[src/rtl/pwr_seq_pkg.sv]
package pwr_seq_pkg;

  typedef enum logic [2:0] {
    ST_NORMAL  = 3'd0,
    ST_STOPGNT = 3'd1,
    ST_SLEEP   = 3'd2,
    ST_DEEP    = 3'd3,
    ST_DEEPER  = 3'd4,
    ST_PLLWAIT = 3'd5
  } pwrState_t;

  // control inputs, one bit each; polarity depends on use
  typedef struct packed {
    logic stp;
    logic slp;
    logic dpslp;
    logic dprstp;
  } ctlIn_t;

  localparam int NUM_CTL = 4;

  // strobes from control to datapath
  typedef struct packed {
    logic runCnt;
    logic lowVid;
    logic quiet;
    logic guardDeep;
    logic guardDeeper;
    logic guardWait;
  } seqStrobe_t;

endpackage

[src/rtl/pwr_seq_dp.sv]
module pwr_seq_dp
  import pwr_seq_pkg::*;
#(
  parameter int SETTLE_CYC = 750,
  parameter int VID_W = 7,
  parameter logic [VID_W-1:0] VID_NORM = 7'h2A,
  parameter logic [VID_W-1:0] VID_LOW = 7'h15,
  parameter int CST_W = 3,
  parameter int PST_W = 3,
  parameter int C4_CODE = 4
) (
  input  logic             clk,
  input  logic             rstN,
  input  ctlIn_t           rawN,
  input  logic [CST_W-1:0] core0Idle,
  input  logic [CST_W-1:0] core1Idle,
  input  logic [PST_W-1:0] core0Perf,
  input  logic [PST_W-1:0] core1Perf,
  input  seqStrobe_t       strobe,
  output ctlIn_t           req,
  output logic             settleDone,
  output logic [VID_W-1:0] vidCode,
  output logic             snoopEn,
  output logic             intEn,
  output logic             pllWait,
  output logic             exitReq,
  output logic             violation
);

  localparam int CNT_W = $clog2(SETTLE_CYC + 1);
  localparam logic [CNT_W-1:0] CNT_LAST = CNT_W'(SETTLE_CYC - 1);
  localparam logic [PST_W-1:0] PST_LOWEST = {PST_W{1'b1}};
  localparam logic [CST_W-1:0] IDLE_C4 = CST_W'(C4_CODE);

  logic [NUM_CTL-1:0] rawVec, metaQ, syncQ, prevQ, changed;
  logic [CNT_W-1:0]   cntQ;
  logic               badChange;

  assign rawVec = rawN;

  // two-flop synchronizer plus a history stage, per control bit
  for (genvar i = 0; i < NUM_CTL; i++) begin : g_sync
    always_ff @(posedge clk or negedge rstN) begin
      if (!rstN) begin
        metaQ[i] <= 1'b1;
        syncQ[i] <= 1'b1;
        prevQ[i] <= 1'b1;
      end else begin
        metaQ[i] <= rawVec[i];
        syncQ[i] <= metaQ[i];
        prevQ[i] <= syncQ[i];
      end
    end
  end

  assign req     = ctlIn_t'(~syncQ);
  assign changed = syncQ ^ prevQ;

  // bit order: stp(3) slp(2) dpslp(1) dprstp(0)
  always_comb begin
    badChange = 1'b0;
    if (strobe.guardDeep)   badChange = |(changed & 4'b1100);
    if (strobe.guardDeeper) badChange = |(changed & 4'b1110);
    if (strobe.guardWait)   badChange = |changed;
  end

  always_ff @(posedge clk or negedge rstN) begin
    if (!rstN)          violation <= 1'b0;
    else if (badChange) violation <= 1'b1;
  end

  // PLL settle counter on the free-running clock
  always_ff @(posedge clk or negedge rstN) begin
    if (!rstN)              cntQ <= '0;
    else if (!strobe.runCnt) cntQ <= '0;
    else if (!settleDone)   cntQ <= cntQ + 1'b1;
  end

  assign settleDone = strobe.runCnt && (cntQ == CNT_LAST);
  assign pllWait    = strobe.runCnt;

  assign vidCode = strobe.lowVid ? VID_LOW : VID_NORM;
  assign snoopEn = !strobe.quiet;
  assign intEn   = !strobe.quiet;

  assign exitReq = strobe.lowVid &&
                   ((core0Idle != IDLE_C4) || (core1Idle != IDLE_C4) ||
                    (core0Perf != PST_LOWEST) || (core1Perf != PST_LOWEST));

endmodule

[src/rtl/pwr_seq_ctrl.sv]
module pwr_seq_ctrl
  import pwr_seq_pkg::*;
(
  input  logic       clk,
  input  logic       rstN,
  input  ctlIn_t     req,
  input  logic       settleDone,
  output pwrState_t  state,
  output seqStrobe_t strobe
);

  pwrState_t stateQ, stateD;

  always_comb begin
    stateD = stateQ;
    unique case (stateQ)
      ST_NORMAL:  if (req.stp) stateD = ST_STOPGNT;
      ST_STOPGNT: if (!req.stp) stateD = ST_NORMAL;
                  else if (req.slp) stateD = ST_SLEEP;
      ST_SLEEP:   if (!req.slp) stateD = ST_STOPGNT;
                  else if (req.dpslp) stateD = ST_DEEP;
      ST_DEEP:    if (!req.dpslp) stateD = ST_PLLWAIT;
                  else if (req.dprstp) stateD = ST_DEEPER;
      ST_DEEPER:  if (!req.dprstp) stateD = ST_DEEP;
      ST_PLLWAIT: if (settleDone) stateD = ST_SLEEP;
      default:    stateD = ST_NORMAL;
    endcase
  end

  always_ff @(posedge clk or negedge rstN) begin
    if (!rstN) stateQ <= ST_NORMAL;
    else       stateQ <= stateD;
  end

  assign state              = stateQ;
  assign strobe.runCnt      = (stateQ == ST_PLLWAIT);
  assign strobe.lowVid      = (stateQ == ST_DEEPER);
  assign strobe.quiet       = (stateQ == ST_DEEP) || (stateQ == ST_DEEPER) ||
                              (stateQ == ST_PLLWAIT);
  assign strobe.guardDeep   = (stateQ == ST_DEEP);
  assign strobe.guardDeeper = (stateQ == ST_DEEPER);
  assign strobe.guardWait   = (stateQ == ST_PLLWAIT);

endmodule

[src/rtl/pwr_state_seq.sv]
module pwr_state_seq
  import pwr_seq_pkg::*;
#(
  parameter int SETTLE_CYC = 750,
  parameter int VID_W = 7,
  parameter logic [VID_W-1:0] VID_NORM = 7'h2A,
  parameter logic [VID_W-1:0] VID_LOW = 7'h15,
  parameter int CST_W = 3,
  parameter int PST_W = 3,
  parameter int C4_CODE = 4
) (
  input  logic             clk,
  input  logic             rstN,
  input  logic             stpClkN,
  input  logic             slpN,
  input  logic             dpSlpN,
  input  logic             dprStpN,
  input  logic [CST_W-1:0] core0Idle,
  input  logic [CST_W-1:0] core1Idle,
  input  logic [PST_W-1:0] core0Perf,
  input  logic [PST_W-1:0] core1Perf,
  output logic [2:0]       pwrState,
  output logic [VID_W-1:0] vidCode,
  output logic             snoopEn,
  output logic             intEn,
  output logic             pllWait,
  output logic             exitReq,
  output logic             violation
);

  ctlIn_t     rawN, req;
  seqStrobe_t strobe;
  pwrState_t  state;
  logic       settleDone;

  assign rawN.stp    = stpClkN;
  assign rawN.slp    = slpN;
  assign rawN.dpslp  = dpSlpN;
  assign rawN.dprstp = dprStpN;

  pwr_seq_ctrl u_ctrl (
    .clk(clk), .rstN(rstN), .req(req), .settleDone(settleDone),
    .state(state), .strobe(strobe)
  );

  pwr_seq_dp #(
    .SETTLE_CYC(SETTLE_CYC), .VID_W(VID_W), .VID_NORM(VID_NORM),
    .VID_LOW(VID_LOW), .CST_W(CST_W), .PST_W(PST_W), .C4_CODE(C4_CODE)
  ) u_dp (
    .clk(clk), .rstN(rstN), .rawN(rawN),
    .core0Idle(core0Idle), .core1Idle(core1Idle),
    .core0Perf(core0Perf), .core1Perf(core1Perf),
    .strobe(strobe), .req(req), .settleDone(settleDone),
    .vidCode(vidCode), .snoopEn(snoopEn), .intEn(intEn),
    .pllWait(pllWait), .exitReq(exitReq), .violation(violation)
  );

  assign pwrState = state;

endmodule

[config.mk]
export PLATFORM = sky130hd
export DESIGN_NAME = pwr_state_seq
export DESIGN_NICKNAME = d
export VERILOG_FILES = /design/src/rtl/pwr_seq_pkg.sv /design/src/rtl/pwr_seq_dp.sv /design/src/rtl/pwr_seq_ctrl.sv /design/src/rtl/pwr_state_seq.sv
export SDC_FILE = /design/constraint.sdc
export NUM_CORES = 1
export LEC_CHECK = 0
export BUFFER_PORTS_ARGS = -buffer_cell sky130_fd_sc_hd__clkbuf_2
export CORE_ASPECT_RATIO = 2
export CORE_UTILIZATION = 35
export DETAILED_ROUTE_END_ITERATION = 8
export GPL_ROUTABILITY_DRIVEN = 0
export HOLD_SLACK_MARGIN = 0.02
export PLACE_DENSITY = 0.57
export SLEW_MARGIN = 20
export SYNTH_ARGS = -nofsm -noshare
export SYNTH_HDL_FRONTEND = slang
export SYNTH_SLANG_ARGS = --single-unit
[constraint.sdc]
create_clock -name clk -period 3.1 [get_ports clk]
set_input_delay 0.31 -clock clk [delete_from_list [all_inputs] [get_ports clk]]
set_output_delay 0.31 -clock clk [all_outputs]
set_load 0.005 [all_outputs]
==> results of run 1 <==
## power by group
part           internal [mW]  total, mW  switching, mW
clock                  0.173      0.276          0.104
sequential             0.375      0.437         0.0621
combinational          0.130      0.251          0.121
## logic make-up (layout without fill, tap and decap cells)
kind of cell,after synthesis,count (layout),share of synthesized area (%)
AOI/OAI and AO/OA,15,15,8.25
xor gates and xnor gates,9,9,6.12
adders and majority gates,2,2,1.94
buffers and inverters,15,39,6.99
DFF,26,26,51.7
muxes,1,1,0.777
other,1,1,0.291
and+or+nand+nor,56,56,24.0
## per-layer routing
metal,part of all wire [%],up-vias,track usage (%)
li1,-,475,-
met1,37,472,15.6
met2,58,30,28.9
met3,4.1,2,2.47
met4,0.94,0,5.79
met5,0,-,0
## flip-flops by register name, indices dropped and copies added, names as in the netlist
register        flops
u_ctrl.state        3
u_dp.cntQ          10
u_dp.metaQ          4
u_dp.syncQ          4
u_dp.violation      1
u_dp.prevQ          4
## area by class of cell
| class | instances | area (µm²) | share of cell area (%) |
|---|---|---|---|
| clock buffer | 3 | 41.3 | 2.75 |
| clock inverter | 1 | 30.0 | 2.00 |
| inverter | 4 | 15.0 | 1.00 |
| multi-input combinational | 84 | 533 | 35.5 |
| sequential | 26 | 666 | 44.4 |
| tap | 48 | 60.1 | 4.00 |
| timing repair buffer | 31 | 155 | 10.3 |
## synth_stat cells (all sizes together) (2+ instances only)
cell / instances
dfrtp: 14
nor2: 14
dfstp: 12
buf: 10
nand2: 8
xor2: 8
nand4: 6
a21oi: 5
inv: 4
nand3: 4
nor2b: 3
nor3: 3
nor4bb: 3
or3: 3
and3: 2
and4: 2
ha: 2
o21ai: 2
or2: 2
## cells in the final DEF (no fill, tap or decap), types with 2 or more instances in the layout
master / count
a21oi_1: 4
and3_1: 2
and4_1: 2
clkbuf_2: 31
clkbuf_8: 3
dfrtp_1: 14
dfstp_2: 12
ha_1: 2
inv_1: 4
nand2_1: 8
nand3_1: 4
nand4_1: 6
nor2_1: 14
nor2b_1: 3
nor3_1: 3
nor4bb_1: 3
o21ai_0: 2
or3_1: 3
xor2_1: 8
## through the flow
stage,power [mW],cell area (µm²)
final,0.964,1500
after global placement,0.691,1430
after floorplan,0.623,1290
after CTS,0.977,1500
after detailed placement,0.699,1430
after global routing,1.03,1500
## worst max-delay path by stage
stage,start,endpoint,cells after the start
3_3_place_gp,u_ctrl.state[1],u_ctrl.state[1],4
4_1_cts,u_ctrl.state[1],pllWait,4
3_5_place_dp,u_ctrl.state[1],u_ctrl.state[1],4
5_1_grt,u_ctrl.state[1],pllWait,4
2_1_floorplan,u_dp.cntQ[0],u_ctrl.state[1],6
6_report,u_ctrl.state[1],pllWait,4
## worst max-delay path: cells and delay by family (launching register included)
kind / cells / cell delay [ns]
buffers and inverters: 2 / 0.25
DFF: 1 / 0.49
and+or+nand+nor: 2 / 0.61
==> metrics.log, run 1 <==
INFO  metric dr_total_vias = 979
INFO  metric run_status = finished, final reports clean
INFO  metric grt_pass1_vias = 959
INFO  metric rows = 30
INFO  metric finClkSkew = 0.00154 ns
INFO  metric initial_utilization = 37.3%
INFO  metric max_cap_violations = 0
INFO  metric syn-instance-count = 125
INFO  metric count_of_placed_standard_cells_in_the_final_layout_fillers_left_out = 197
INFO  metric maximum_single_stage_delay_on_the_critical_path = 0.49 ns
INFO  metric clk_pin_slew = 0.09 ns
INFO  metric cts-root-buf = clkbuf_8
INFO  metric critical_path.reg2reg.startpoint = u_ctrl.state[1]
INFO  metric postSynthNetCount = 145
INFO  metric maxClockFrequency = 520 MHz
INFO  metric cp_max_stage_cell = dfrtp_1
INFO  metric synth_edf_count = 0
INFO  metric die_width = 44.9 µm
INFO  metric htree_levels = 1
INFO  metric worst-r2r-cell-count = 4
INFO  metric cp_class = flip-flop to output pin
INFO  metric fin_nets = 170
INFO  metric clock_insertion_delay_worst_skew = 0.27 ns
INFO  metric routed_wl = 2.56 mm
INFO  metric setup_viol = 0
INFO  metric cts_buffers = 3
INFO  metric post_synth_top_area_share = 27.2%
INFO  metric grt_pass1_wl = 4.38 mm
INFO  metric irDropWorstVdd = 313 µV
INFO  metric detail_route.drc_violations = 0
INFO  metric power-per-cell-area = 643 nW/µm²
INFO  metric placed_cells = 193
INFO  metric r2r_setup_slack = 1.34 ns
INFO  metric cts_resized = 0
INFO  metric vias_per_cell = 4.97
INFO  metric timing.max_slew.rel_slack = 57.5%
INFO  metric synth_flop_cell = dfrtp_1
INFO  metric cts_setup_buffers = 0
INFO  metric avgRoutedWirePerCell = 13.0 µm
INFO  metric crit_path_start_kind = flip-flop
INFO  metric synth_top_cells_by_area = dfrtp_1 27%, dfstp_2 24%, xor2_1 5.4%
INFO  metric worstPathMaxFanout = 11
INFO  metric floorplan.core_area = 3450 µm²
INFO  metric flow.area_growth_from_synthesis = 16.4%
INFO  metric clock_tree_from_tritoncts = yes
INFO  metric type_of_element_capturing_the_critical_path = output pin
INFO  metric final_hold_viol_count = 0
INFO  metric final.setup.tns = 0 ns
INFO  metric initialDrtViolationCount = 16
INFO  metric fin_worst_hold_slack = 0.0470 ns
INFO  metric crit_arrival = 1.61 ns
INFO  metric grt.total_usage = 15.2%
INFO  metric synth_seq_area_share = 51.7%
INFO  metric layout.filler_cells = 371
INFO  metric fp.dieH = 87.8 µm
INFO  metric dp_worst_setup_slack = 1.36 ns
INFO  metric clock_sink_count = 26
INFO  metric final_util = 43.4%
INFO  metric critPathRequiredTime = 2.79 ns
INFO  metric synthesis.area = 1290 µm²
INFO  metric final-max-slew-violation-count = 0
INFO  metric p_leak = 0.675 nW
INFO  metric detailedRoute.firstPassIterationCount = 4
INFO  metric layout_worst_path_cycle_share = 62.0%
INFO  metric fin_crit = 1.92 ns
INFO  metric ys_types = 41
INFO  metric globalRoute.totalOverflow = 0
INFO  metric synth-seq-cells = 26
INFO  metric yosysWarningCount = 0
INFO  metric synth.avg_cell_area = 10.3 µm²
INFO  metric drtAntennaViolNets = 0
INFO  metric die-area = 3940 µm²
INFO  metric layout-drive-gt1-share = 32.9%
INFO  metric clk_path_buf_depth = 2
INFO  metric synthArstFlopShare = 100%
INFO  metric number_of_antenna_violations_at_the_first_check_in_global_routing = 0
INFO  metric count_of_port_buffers_added_during_placement = 31
INFO  metric critical_path.cell_chain = and2b_1, nand2_1, inv_1, clkbuf_2
INFO  metric floorplan.io_pins = 33
INFO  metric antennaDiodeCount = 0
INFO  metric rsz0062_at_grt = no
INFO  metric worst_slew_pin_slew = 0.638 ns
INFO  metric timing.final.ws_setup = 1.18 ns
INFO  metric critical_path.reg2reg.endpoint = u_ctrl.state[1]
INFO  metric hp-class = input port to async pin
INFO  metric place_hpwl = 2.00 mm
INFO  metric grt_start_max_net_pins = 27
INFO  metric cts_hold_repair.buffers = 0
INFO  metric yosysTopAreaCell = dfrtp_1
No activity file was read; power rests on OpenSTA's default activity.
==> run 2, diff against run 1 <==
- PLACE_DENSITY: 0.57 -> 0.59
- clock period: 3.1 -> 1.6 ns (I/O delays scaled with it)
==> run 2 against run 1 <==
Compared with the run above:
- final cell count increased by 11%
- global-route usage up 0.35 points
- non-clock buffer count increased by 20
- core utilization rose by 6.2 points
- largest cell class unchanged
- clock skew is 0.010 ns higher
- critical path type is now flip-flop to flip-flop
- final area increased by 14%
==> metrics.log, run 2 (synthesized netlist as in run 1, its figures left out) <==
INFO  metric run_status = finished, final reports clean
INFO  metric number_of_antenna_violations_at_the_first_check_in_global_routing = 0 (unchanged)
INFO  metric layout-drive-gt1-share = 44.1% (+11 points)
INFO  metric clk_pin_slew = 0.09 ns (about the same)
INFO  metric fp.dieH = 87.8 µm (unchanged)
INFO  metric dr_total_vias = 1066 (+8.9%)
INFO  metric top_layer = met4
INFO  metric critPathRequiredTime = 1.81 ns (-0.98 ns)
INFO  metric report.power.total = 1.95 mW (+100%)
INFO  metric fin_worst_hold_slack = 0.358 ns (+0.311 ns)
INFO  metric routed_wire_length_on_met3 = 119 µm (+12%)
INFO  metric die_width = 44.9 µm (unchanged)
INFO  metric layout_worst_path_cycle_share = 98.0%
INFO  metric crit_arrival = 1.78 ns (+0.17 ns)
INFO  metric power-per-cell-area = 1140 nW/µm² (+77%)
INFO  metric met1Wirelength = 1.06 mm (+12%)
INFO  metric min_to = u_dp.syncQ[1]
INFO  metric place_hpwl = 2.06 mm (+2.7%)
INFO  metric critical_path.reg2reg.endpoint = u_dp.cntQ[4]
INFO  metric layout_commonest_cell = clkbuf_2
INFO  metric final-max-slew-violation-count = 0 (unchanged)
INFO  metric max_cap_violations = 0 (unchanged)
INFO  metric grt_start_max_net_pins = 27 (unchanged)
INFO  metric count_of_port_buffers_added_during_placement = 31 (unchanged)
INFO  metric rows = 30 (unchanged)
INFO  metric avgRoutedWirePerCell = 12.9 µm (-0.91%)
INFO  metric routed-wl-met2 = 1.54 mm (+3.8%)
INFO  metric worst-r2r-cell-count = 5 (+1)
INFO  metric final_hold_viol_count = 0 (unchanged)
INFO  metric drtAntennaViolNets = 0 (unchanged)
INFO  metric clock_tree_from_tritoncts = yes
INFO  metric p_leak = 0.777 nW (+15%)
INFO  metric die-area = 3940 µm² (unchanged)
INFO  metric timing.max_slew.rel_slack = 57.7% (+0.21 points)
INFO  metric final_util = 49.6% (+6.2 points)
INFO  metric placed_cells = 205 (+6.2%)
INFO  metric detailedRoute.firstPassIterationCount = 4 (unchanged)
INFO  metric setup.worst_path.start = u_dp.cntQ[0]
INFO  metric irDropWorstVdd = 536 µV (+71%)
INFO  metric worstPathMaxFanout = 4 (-7)
INFO  metric fin_crit = 1.57 ns
INFO  metric hp-class = flip-flop to flip-flop
INFO  metric maxClockFrequency = 638 MHz
INFO  metric grt.total_usage = 15.5% (+0.35 points)
INFO  metric most-common-layout-cells = 31 x clkbuf_2, 13 x buf_4, 12 x nor2_1, 12 x dfrtp_1, 12 x dfstp_2
INFO  metric detail_route.drc_violations = 0 (unchanged)
INFO  metric antennaDiodeCount = 0 (unchanged)
INFO  metric worstPathBufferInverterCount = 0 (-2)
INFO  metric floorplan.core_area = 3450 µm² (unchanged)
INFO  metric finClkSkew = 0.0119 ns (+0.0104 ns)
INFO  metric largest_reg_flops = 10 (unchanged)
INFO  metric hold_depth = 0
INFO  metric vias_per_cell = 4.89 (-1.6%)
INFO  metric cts-root-buf = clkbuf_8
INFO  metric setup_viol = 0 (unchanged)
INFO  metric htree_levels = 1 (unchanged)
INFO  metric clock_insertion_delay_worst_skew = 0.27 ns (about the same)
INFO  metric clock_sink_count = 26 (unchanged)
INFO  metric initial_utilization = 37.3% (unchanged)
INFO  metric critical_path.reg2reg.startpoint = u_dp.cntQ[0]
INFO  metric layout.filler_cells = 334 (-10%)
INFO  metric routed_wl = 2.81 mm (+9.7%)
INFO  metric cts_buffers = 3 (unchanged)
INFO  metric hold_path_startpoint = u_dp.metaQ[1]
INFO  metric worst_slew_pin_slew = 0.635 ns (-0.00309 ns)
INFO  metric type_of_element_capturing_the_critical_path = flip-flop
INFO  metric grt_pass1_vias = 1045 (+9.0%)
INFO  metric critPathTopFamily = simple AND/OR/NAND/NOR gates
INFO  metric maximum_single_stage_delay_on_the_critical_path = 0.41 ns (-0.08 ns)
INFO  metric cp_max_stage_cell = dfrtp_1
INFO  metric globalRoute.totalOverflow = 0 (unchanged)
INFO  metric flow.area_growth_from_synthesis = 32.9%
INFO  metric r2r_setup_slack = 0.03 ns (-1.31 ns)
INFO  metric critical_path.cell_chain = ha_1, nor4bb_4, and4_2, or3_1, a21oi_2
INFO  metric regMostFlops = u_dp.cntQ
INFO  metric cp_class = flip-flop to flip-flop
INFO  metric fin_nets = 191 (+12%)
INFO  metric initialDrtViolationCount = 21 (+5)
INFO  metric clk_path_buf_depth = 2 (unchanged)
INFO  metric crit_path_start_kind = flip-flop
INFO  metric grt_pass1_wl = 4.51 mm (+2.8%)
INFO  metric floorplan.io_pins = 33 (unchanged)
INFO  metric final.setup.tns = 0 ns (unchanged)
INFO  metric count_of_placed_standard_cells_in_the_final_layout_fillers_left_out = 218 (+11%)
run 2: changes by cell type in the layout (fill, tap and decap cells not counted), sizes merged:
cell,delta
and4,+1
buf,+15
dlygate4sd3,+5
bufinv,-1
clkbuf,+1
run 2: how the worst max path moves through the flow:
| stage | to | slack, ns | depth (start not counted) |
|---|---|---|---|
| 2_1_floorplan | u_ctrl.state[1] | 0.03 | 6 |
| 3_3_place_gp | u_ctrl.state[1] | 0.08 | 5 |
| 3_5_place_dp | u_dp.cntQ[1] | 0.01 | 6 |
| 4_1_cts | u_ctrl.state[1] | 0.03 | 5 |
| 5_1_grt | u_dp.cntQ[4] | -0.003 | 6 |
| 6_report | u_dp.cntQ[4] | 0.03 | 5 |
run 2: cell type report:
cell class | instances | area (µm²) | share of cell area [%]
clock buffers | 4 | 45.0 | 2.63
inverters | 4 | 15.0 | 0.877
multi-input cells | 85 | 599 | 35.0
flip-flops and latches | 26 | 668 | 39.0
well taps | 48 | 60.1 | 3.51
repair buffers | 51 | 325 | 19.0
run 2: what timing repair did:
action / 4_1_cts / 5_1_grt
gates resized for setup: 3 / 13
cloned: 0 / 1
buffers inserted: 3 / 0
pin swaps: 0 / 2
hold buffers: 5 / 0
endpoints found under the hold margin: 18 / 0
setup endpoints to repair: 11 / 16
run 2: power by group:
part           internal, mW  leakage (nW)  switching (mW)  total, mW
logic                 0.429         0.445           0.341      0.770
clock network         0.178        0.0228           0.193      0.371
registers             0.731         0.309          0.0762      0.807
total                  1.34         0.777           0.610       1.95
run 2: metal layers:
metal | track usage (%) | up-vias
li1 | - | 516
met1 | 15.8 | 508
met2 | 29.4 | 35
met3 | 1.86 | 7
met4 | 7.44 | 0
met5 | 0 | -
run 2: stage by stage:
step                area [µm²]  setup WS [ns]
global route              1710       -0.00324
finish                    1710         0.0327
detailed placement        1520         0.0146
CTS                       1650         0.0284
floorplan                 1290         0.0290
global placement          1520         0.0761
run 2: worst register-to-register path, cell delays in order, from the launching register on:
cell	delay (ns)
dfrtp_1	0.41
ha_1	0.21
nor4bb_4	0.15
and4_2	0.26
or3_1	0.37
a21oi_2	0.12
